`src/rtl/pfd_ab_pkg.sv`:
```
package pfd_ab_pkg;
    typedef enum logic [1:0] {
        ST_IDLE      = 2'd0,
        ST_REF_AHEAD = 2'd1,
        ST_VCO_AHEAD = 2'd2,
        ST_BACKLASH  = 2'd3
    } pfd_state_t;

    localparam logic [1:0] AB_UNGATED = 2'b11;
endpackage

```
`src/rtl/pfd_rise_detect.sv`:
```
module pfd_rise_detect #(
    parameter int LANES = 2
) (
    input  logic             clk,
    input  logic             rst_n,
    input  logic [LANES-1:0] sig_i,
    output logic [LANES-1:0] rise_o
);
    for (genvar g = 0; g < LANES; g++) begin : g_lane
        logic prev_q;
        always_ff @(posedge clk or negedge rst_n) begin
            if (!rst_n) prev_q <= 1'b0;
            else        prev_q <= sig_i[g];
        end
        assign rise_o[g] = sig_i[g] & ~prev_q;
    end
endmodule

```
`src/rtl/pfd_backlash_timer.sv`:
```
module pfd_backlash_timer #(
    parameter int W0 = 1,
    parameter int W1 = 4,
    parameter int W2 = 8,
    parameter int W3 = 10
) (
    input  logic       clk,
    input  logic       rst_n,
    input  logic       active_i,
    input  logic [1:0] sel_i,
    output logic       done_o
);
    localparam int MAXW01 = (W0 > W1) ? W0 : W1;
    localparam int MAXW23 = (W2 > W3) ? W2 : W3;
    localparam int MAXW   = (MAXW01 > MAXW23) ? MAXW01 : MAXW23;
    localparam int CNT_W  = $clog2(MAXW + 1);

    logic [CNT_W-1:0] cnt_q;
    logic [CNT_W-1:0] last_cnt;

    always_comb begin
        unique case (sel_i)
            2'd0:    last_cnt = CNT_W'(W0 - 1);
            2'd1:    last_cnt = CNT_W'(W1 - 1);
            2'd2:    last_cnt = CNT_W'(W2 - 1);
            default: last_cnt = CNT_W'(W3 - 1);
        endcase
    end

    assign done_o = active_i && (cnt_q == last_cnt);

    always_ff @(posedge clk or negedge rst_n) begin
        if (!rst_n)                 cnt_q <= '0;
        else if (active_i && !done_o) cnt_q <= cnt_q + 1'b1;
        else                        cnt_q <= '0;
    end

    // the window counter never runs past the widest setting
    p_cnt_bound_r5: assert property (@(posedge clk) disable iff (!rst_n)
        int'(cnt_q) < MAXW);
    // the counter is cleared whenever no window is being timed
    p_cnt_clear_r5: assert property (@(posedge clk) disable iff (!rst_n)
        !active_i |=> cnt_q == '0);
endmodule

```
`src/rtl/pfd_phase_fsm.sv`:
```
module pfd_phase_fsm
    import pfd_ab_pkg::*;
(
    input  logic clk,
    input  logic rst_n,
    input  logic standby_i,
    input  logic ref_rise_i,
    input  logic vco_rise_i,
    input  logic ab_done_i,
    output logic ref_flag_o,
    output logic vco_flag_o,
    output logic backlash_o
);
    pfd_state_t st_q, st_d;

    always_ff @(posedge clk or negedge rst_n) begin
        if (!rst_n) st_q <= ST_IDLE;
        else        st_q <= st_d;
    end

    always_comb begin
        st_d = st_q;
        if (standby_i) begin
            st_d = ST_IDLE;
        end else begin
            unique case (st_q)
                ST_IDLE: begin
                    if (ref_rise_i && vco_rise_i) st_d = ST_BACKLASH;
                    else if (ref_rise_i)          st_d = ST_REF_AHEAD;
                    else if (vco_rise_i)          st_d = ST_VCO_AHEAD;
                end
                ST_REF_AHEAD: if (vco_rise_i) st_d = ST_BACKLASH;
                ST_VCO_AHEAD: if (ref_rise_i) st_d = ST_BACKLASH;
                ST_BACKLASH:  if (ab_done_i)  st_d = ST_IDLE;
                default:      st_d = ST_IDLE;
            endcase
        end
    end

    always_comb begin
        ref_flag_o = 1'b0;
        vco_flag_o = 1'b0;
        backlash_o = 1'b0;
        unique case (st_q)
            ST_IDLE: ;
            ST_REF_AHEAD: ref_flag_o = 1'b1;
            ST_VCO_AHEAD: vco_flag_o = 1'b1;
            ST_BACKLASH: begin
                ref_flag_o = 1'b1;
                vco_flag_o = 1'b1;
                backlash_o = 1'b1;
            end
            default: ;
        endcase
    end

    // standby discards any pending comparison
    p_standby_idle_r9: assert property (@(posedge clk) disable iff (!rst_n)
        standby_i |=> st_q == ST_IDLE);
    // the lagging edge starts the window
    p_lag_enters_window_r5: assert property (@(posedge clk) disable iff (!rst_n)
        (st_q == ST_REF_AHEAD && vco_rise_i && !standby_i) |=> st_q == ST_BACKLASH);
    // an expired window returns to idle
    p_window_exit_r5: assert property (@(posedge clk) disable iff (!rst_n)
        (st_q == ST_BACKLASH && ab_done_i && !standby_i) |=> st_q == ST_IDLE);
    // a repeated leading edge keeps the lead state
    p_lead_repeat_r10: assert property (@(posedge clk) disable iff (!rst_n)
        (st_q == ST_REF_AHEAD && !vco_rise_i && !standby_i) |=> st_q == ST_REF_AHEAD);
endmodule

```
`src/rtl/pfd_antibacklash.sv`:
```
module pfd_antibacklash
    import pfd_ab_pkg::*;
#(
    parameter int AB_W0 = 1,
    parameter int AB_W1 = 4,
    parameter int AB_W2 = 8,
    parameter int AB_W3 = 10
) (
    input  logic       clk,
    input  logic       rst_n,
    input  logic       ref_div,
    input  logic       vco_div,
    input  logic       pol_pos,
    input  logic [1:0] ab_sel,
    input  logic       standby,
    output logic       pump_up,
    output logic       pump_dn,
    output logic       pump_hiz,
    output logic       lock_det
);
    localparam int LANES = 2;

    logic [LANES-1:0] rises;
    logic ref_flag, vco_flag, in_window, win_done;

    pfd_rise_detect #(.LANES(LANES)) u_edges (
        .clk    (clk),
        .rst_n  (rst_n),
        .sig_i  ({vco_div, ref_div}),
        .rise_o (rises)
    );

    pfd_phase_fsm u_fsm (
        .clk        (clk),
        .rst_n      (rst_n),
        .standby_i  (standby),
        .ref_rise_i (rises[0]),
        .vco_rise_i (rises[1]),
        .ab_done_i  (win_done),
        .ref_flag_o (ref_flag),
        .vco_flag_o (vco_flag),
        .backlash_o (in_window)
    );

    pfd_backlash_timer #(
        .W0 (AB_W0), .W1 (AB_W1), .W2 (AB_W2), .W3 (AB_W3)
    ) u_timer (
        .clk      (clk),
        .rst_n    (rst_n),
        .active_i (in_window),
        .sel_i    (ab_sel),
        .done_o   (win_done)
    );

    always_comb begin
        if (standby) begin
            pump_up  = 1'b0;
            pump_dn  = 1'b0;
            pump_hiz = 1'b1;
            lock_det = 1'b1;
        end else begin
            pump_up  = pol_pos ? ref_flag : vco_flag;
            pump_dn  = pol_pos ? vco_flag : ref_flag;
            pump_hiz = ~(ref_flag | vco_flag);
            lock_det = ~((ref_flag ^ vco_flag) |
                         (in_window & (ab_sel == AB_UNGATED)));
        end
    end

    // standby forces float and lock high
    p_standby_out_r9: assert property (@(posedge clk) disable iff (!rst_n)
        standby |-> pump_hiz && lock_det && !pump_up && !pump_dn);
    // a single active enable always pulls lock low
    p_single_lock_r7: assert property (@(posedge clk) disable iff (!rst_n)
        (!standby && (pump_up != pump_dn)) |-> !lock_det);
endmodule

```
`config.mk`:
```
export PLATFORM = sky130hd
export DESIGN_NAME = pfd_antibacklash
export DESIGN_NICKNAME = d
export VERILOG_FILES = /design/src/rtl/pfd_ab_pkg.sv /design/src/rtl/pfd_rise_detect.sv /design/src/rtl/pfd_backlash_timer.sv /design/src/rtl/pfd_phase_fsm.sv /design/src/rtl/pfd_antibacklash.sv
export SDC_FILE = /design/constraint.sdc
export NUM_CORES = 1
export LEC_CHECK = 0
export BUFFER_PORTS_ARGS = -buffer_cell sky130_fd_sc_hd__buf_4
export CORE_AREA = 4 4 41 43
export DETAILED_ROUTE_END_ITERATION = 8
export DIE_AREA = 0 0 45 47
export PLACE_DENSITY_LB_ADDON = 0.3
export REMOVE_ABC_BUFFERS = 1
export SLEW_MARGIN = 20
export SYNTH_ARGS = -nofsm -noshare
export SYNTH_HDL_FRONTEND = slang
export SYNTH_SLANG_ARGS = --single-unit
```
`constraint.sdc`:
```
create_clock -name clk -period 2.7 [get_ports clk]
set_input_delay 0 -clock clk [delete_from_list [all_inputs] [get_ports clk]]
set_output_delay 0 -clock clk [all_outputs]
set_load 0.01 [all_outputs]
```
==> impl_results.md <==
- Flops & latches, synth: 8
- Vias in the first global route: 426
- Outcome: finished, final reports clean
- Post-synthesis mux area share: 5.195%
- Final Worst Setup Slack: 895.0 ps
- First-pass DRT Iterations: 3
- GPL Wtd Cong: 0.7700
- FILL cells: 119
- Most frequent cells in the layout: buf_4, ha_1, dfrtp_1
- Core Region: between 1000 and 1500 um^2
- DRT iter0 DRCs: 8
- Finished Layout Cells: 89
- Crit path capture type: flop
- Routed len/inst: approximately 12 um
- Post-Synth Simple-Gate Area: between 15 and 20%
- Post-route cell area: 742.0 um^2
- CP peak stage delay: around 530 ps
- Final setup fails: 0
- Syn Inst Count: 56
- Ant. Diodes: 0
- Critical-path cell list: xor2_1 -> o41a_1 -> or4_1 -> a21oi_1
- Placed instance area: 679.4 um^2
- Post-route ant nets: 0
- Period utilization: 66.85%
- Slew Limit Fails: 0
- Reg2reg start: u_timer.cnt_q[1]
- Top Family by Delay on Critical Path: compound AO/OA/AOI/OAI gates
- Max stage delay cell, worst path: or4_1
- Via Count: 447
- Worst Setup Start Kind: flop
- Ys Warns: 0
- Post-synthesis adder-cell area fraction: 21.65%
- Final hold viol count: 0
- I/O pins: 12
- Dpl hpwl: roughly 810 um
- CTS resizes: 0
- Placed Cells: 82
- Die width: about 45 um
- Latest clock arrival within the worst-skew pair: 260 ps
- Pwr Density: just over 600 nW/um^2
- Data required, critical path: 2880 ps
- Port Buf Inserts: 11
- Starting Density: about 44%
- Clk buf depth: 2
- CTS tree: done
- Final nets: 94
- First-pass GRT wire length: around 1.8 mm
- DRT Wirelength: 1.058 mm
- Mean Syn Cell Area: 10.32 um^2
- Via/cell ratio: 5.022
- Slew HR: about three fifths
- Cell area after synthesis: slightly below 600 um^2
- Number of distinct library cells after synthesis: 20
- Num rows: 13
- Worst slew pin tran: 616.6 ps
- Setup_tns: 0 ps
- Largest net degree at the start of global routing: 9
- Clock sink total: 8
- DP Worst Slack: 844.5 ps
- Clock transition at path regs: 60 ps
- Initial antenna violation count: 0
- Num CTS Buffers: 3
- CP max FO: 5
- Post-layout minimum cycle time: 1805 ps
- Max-cap viol count: 0
- DRC viols: 0
- Die area: ~2100 um^2
- RSZ-0062 raised after global routing: no
- Achievable Freq: 554.0 MHz
- WP data arrival: 1990 ps
- Share of layout cells above drive strength 1: 24.32%
- Most common cell after layout, fill and taps aside: buf_4
- Setup bufs post-CTS: 0
- H-tree depth: 1
- Compound-cell area share of the yosys netlist: 11.69%
- Worst Hold Class: primary input to asynchronous set/reset pin
- CP Buf/Inv Count: 0
- Area Overhead vs Synth: 28.36%
- Crit path launch: u_timer.cnt_q[1]
- Root Driver: clkbuf_4
- Crit Path Category: flop to flop
- Leak: about 0.00038 uW
- Worst VDD drop: 0.3312 mV
- Die height: 47 um
- Register area share after synthesis: 34.63%
- Grt total ovfl: 0
- Total track usage: 12.32%
- Clock skew: approximately 8.9 ps
- Largest family of logic cells by synthesized area: adder cells
- Post-Synth XOR/XNOR Area: 9.091%
## worst register-to-register path, cell delays in order (launching register included)
cell and delay [ps]:
dfrtp_1 400, xor2_1 160, o41a_1 470, or4_1 530
a21oi_1 160
## metal layers
layer | GRT usage (%) | share of wire [%] | vias up
li1 | - | - | 237
met1 | 16.04 | 49 | 200
met2 | 18.36 | 46 | 8
met3 | 3.448 | 4.3 | 2
met4 | 7.018 | 0.66 | 0
met5 | 0 | 0 | -
## path summary, 6_finish.rpt
path | to | slack (ps) | cells past startpoint
hold reg to reg | u_timer.cnt_q[0] | 510 | 1
max in group asynchronous | u_edges.g_lane[1].prev_q | 2470 | 2
setup reg to reg | u_fsm.st_q[0] | 890 | 4
min in group clk | pump_dn | 370 | 4
setup / recovery | u_fsm.st_q[0] | 890 | 4
hold / removal | u_timer.cnt_q[1] | 90 | 2
## cell usage after synthesis, drive strengths merged
cell type	count	area (um^2)
xor2	4	35.03
o41a	1	11.26
and3	1	6.260
dfrtp	8	200.2
o31ai	2	15.01
nand3	1	5.000
nand2b	2	12.51
or4	2	15.01
nor2b	1	6.260
o41ai	1	8.760
nor2	6	22.52
and2	1	7.510
a21oi	3	15.01
ha	10	125.1
mux2i	3	30.03
a22o	1	8.760
inv	4	15.01
or2	2	12.51
a31o	1	8.760
xnor2	2	17.52
## registers in the layout, indices dropped and copies added (netlist names)
name / cells
u_fsm.st_q: 2
u_timer.cnt_q: 4
u_edges.g_lane.prev_q: 2
## cell type report
class                           count  area, um^2  area share [%]
Tap cell                           15       18.77           2.530
Multi-Input combinational cell     44       362.8           48.90
Clock buffer                        3       22.52           3.035
Timing Repair Buffer               15       122.6           16.53
Sequential cell                     8       200.2           26.98
Inverter                            4       15.01           2.024
## through the flow
stage	power, uW	util (%)	hold slack (ps)
after floorplan	299.9	-	-295.6
after global placement	363.8	52.21	-174.6
after detailed placement	367.5	52.21	-174.8
after CTS	465.3	57.02	89.86
after global routing	503.7	57.02	101.3
final	459.8	57.02	92.75
## power by group
part,switching [uW],internal [uW]
Sequential,20.9,134
Clock,41.4,50.9
Combinational,101,112
Total,163,297
## cells by family after synthesis
kind of cell    count (synthesis)
simple gates                   16
mux                             3
fa+ha+maj                      10
buf+inv                         4
xor+xnor                        6
flops                           8
compound gates                  9
## repair_timing
action	in CTS	in global routing
hold buffers	4	0
setup endpoints to repair	0	0
endpoints found under the hold margin	12	0
No activity file was read; power rests on OpenSTA's default activity.
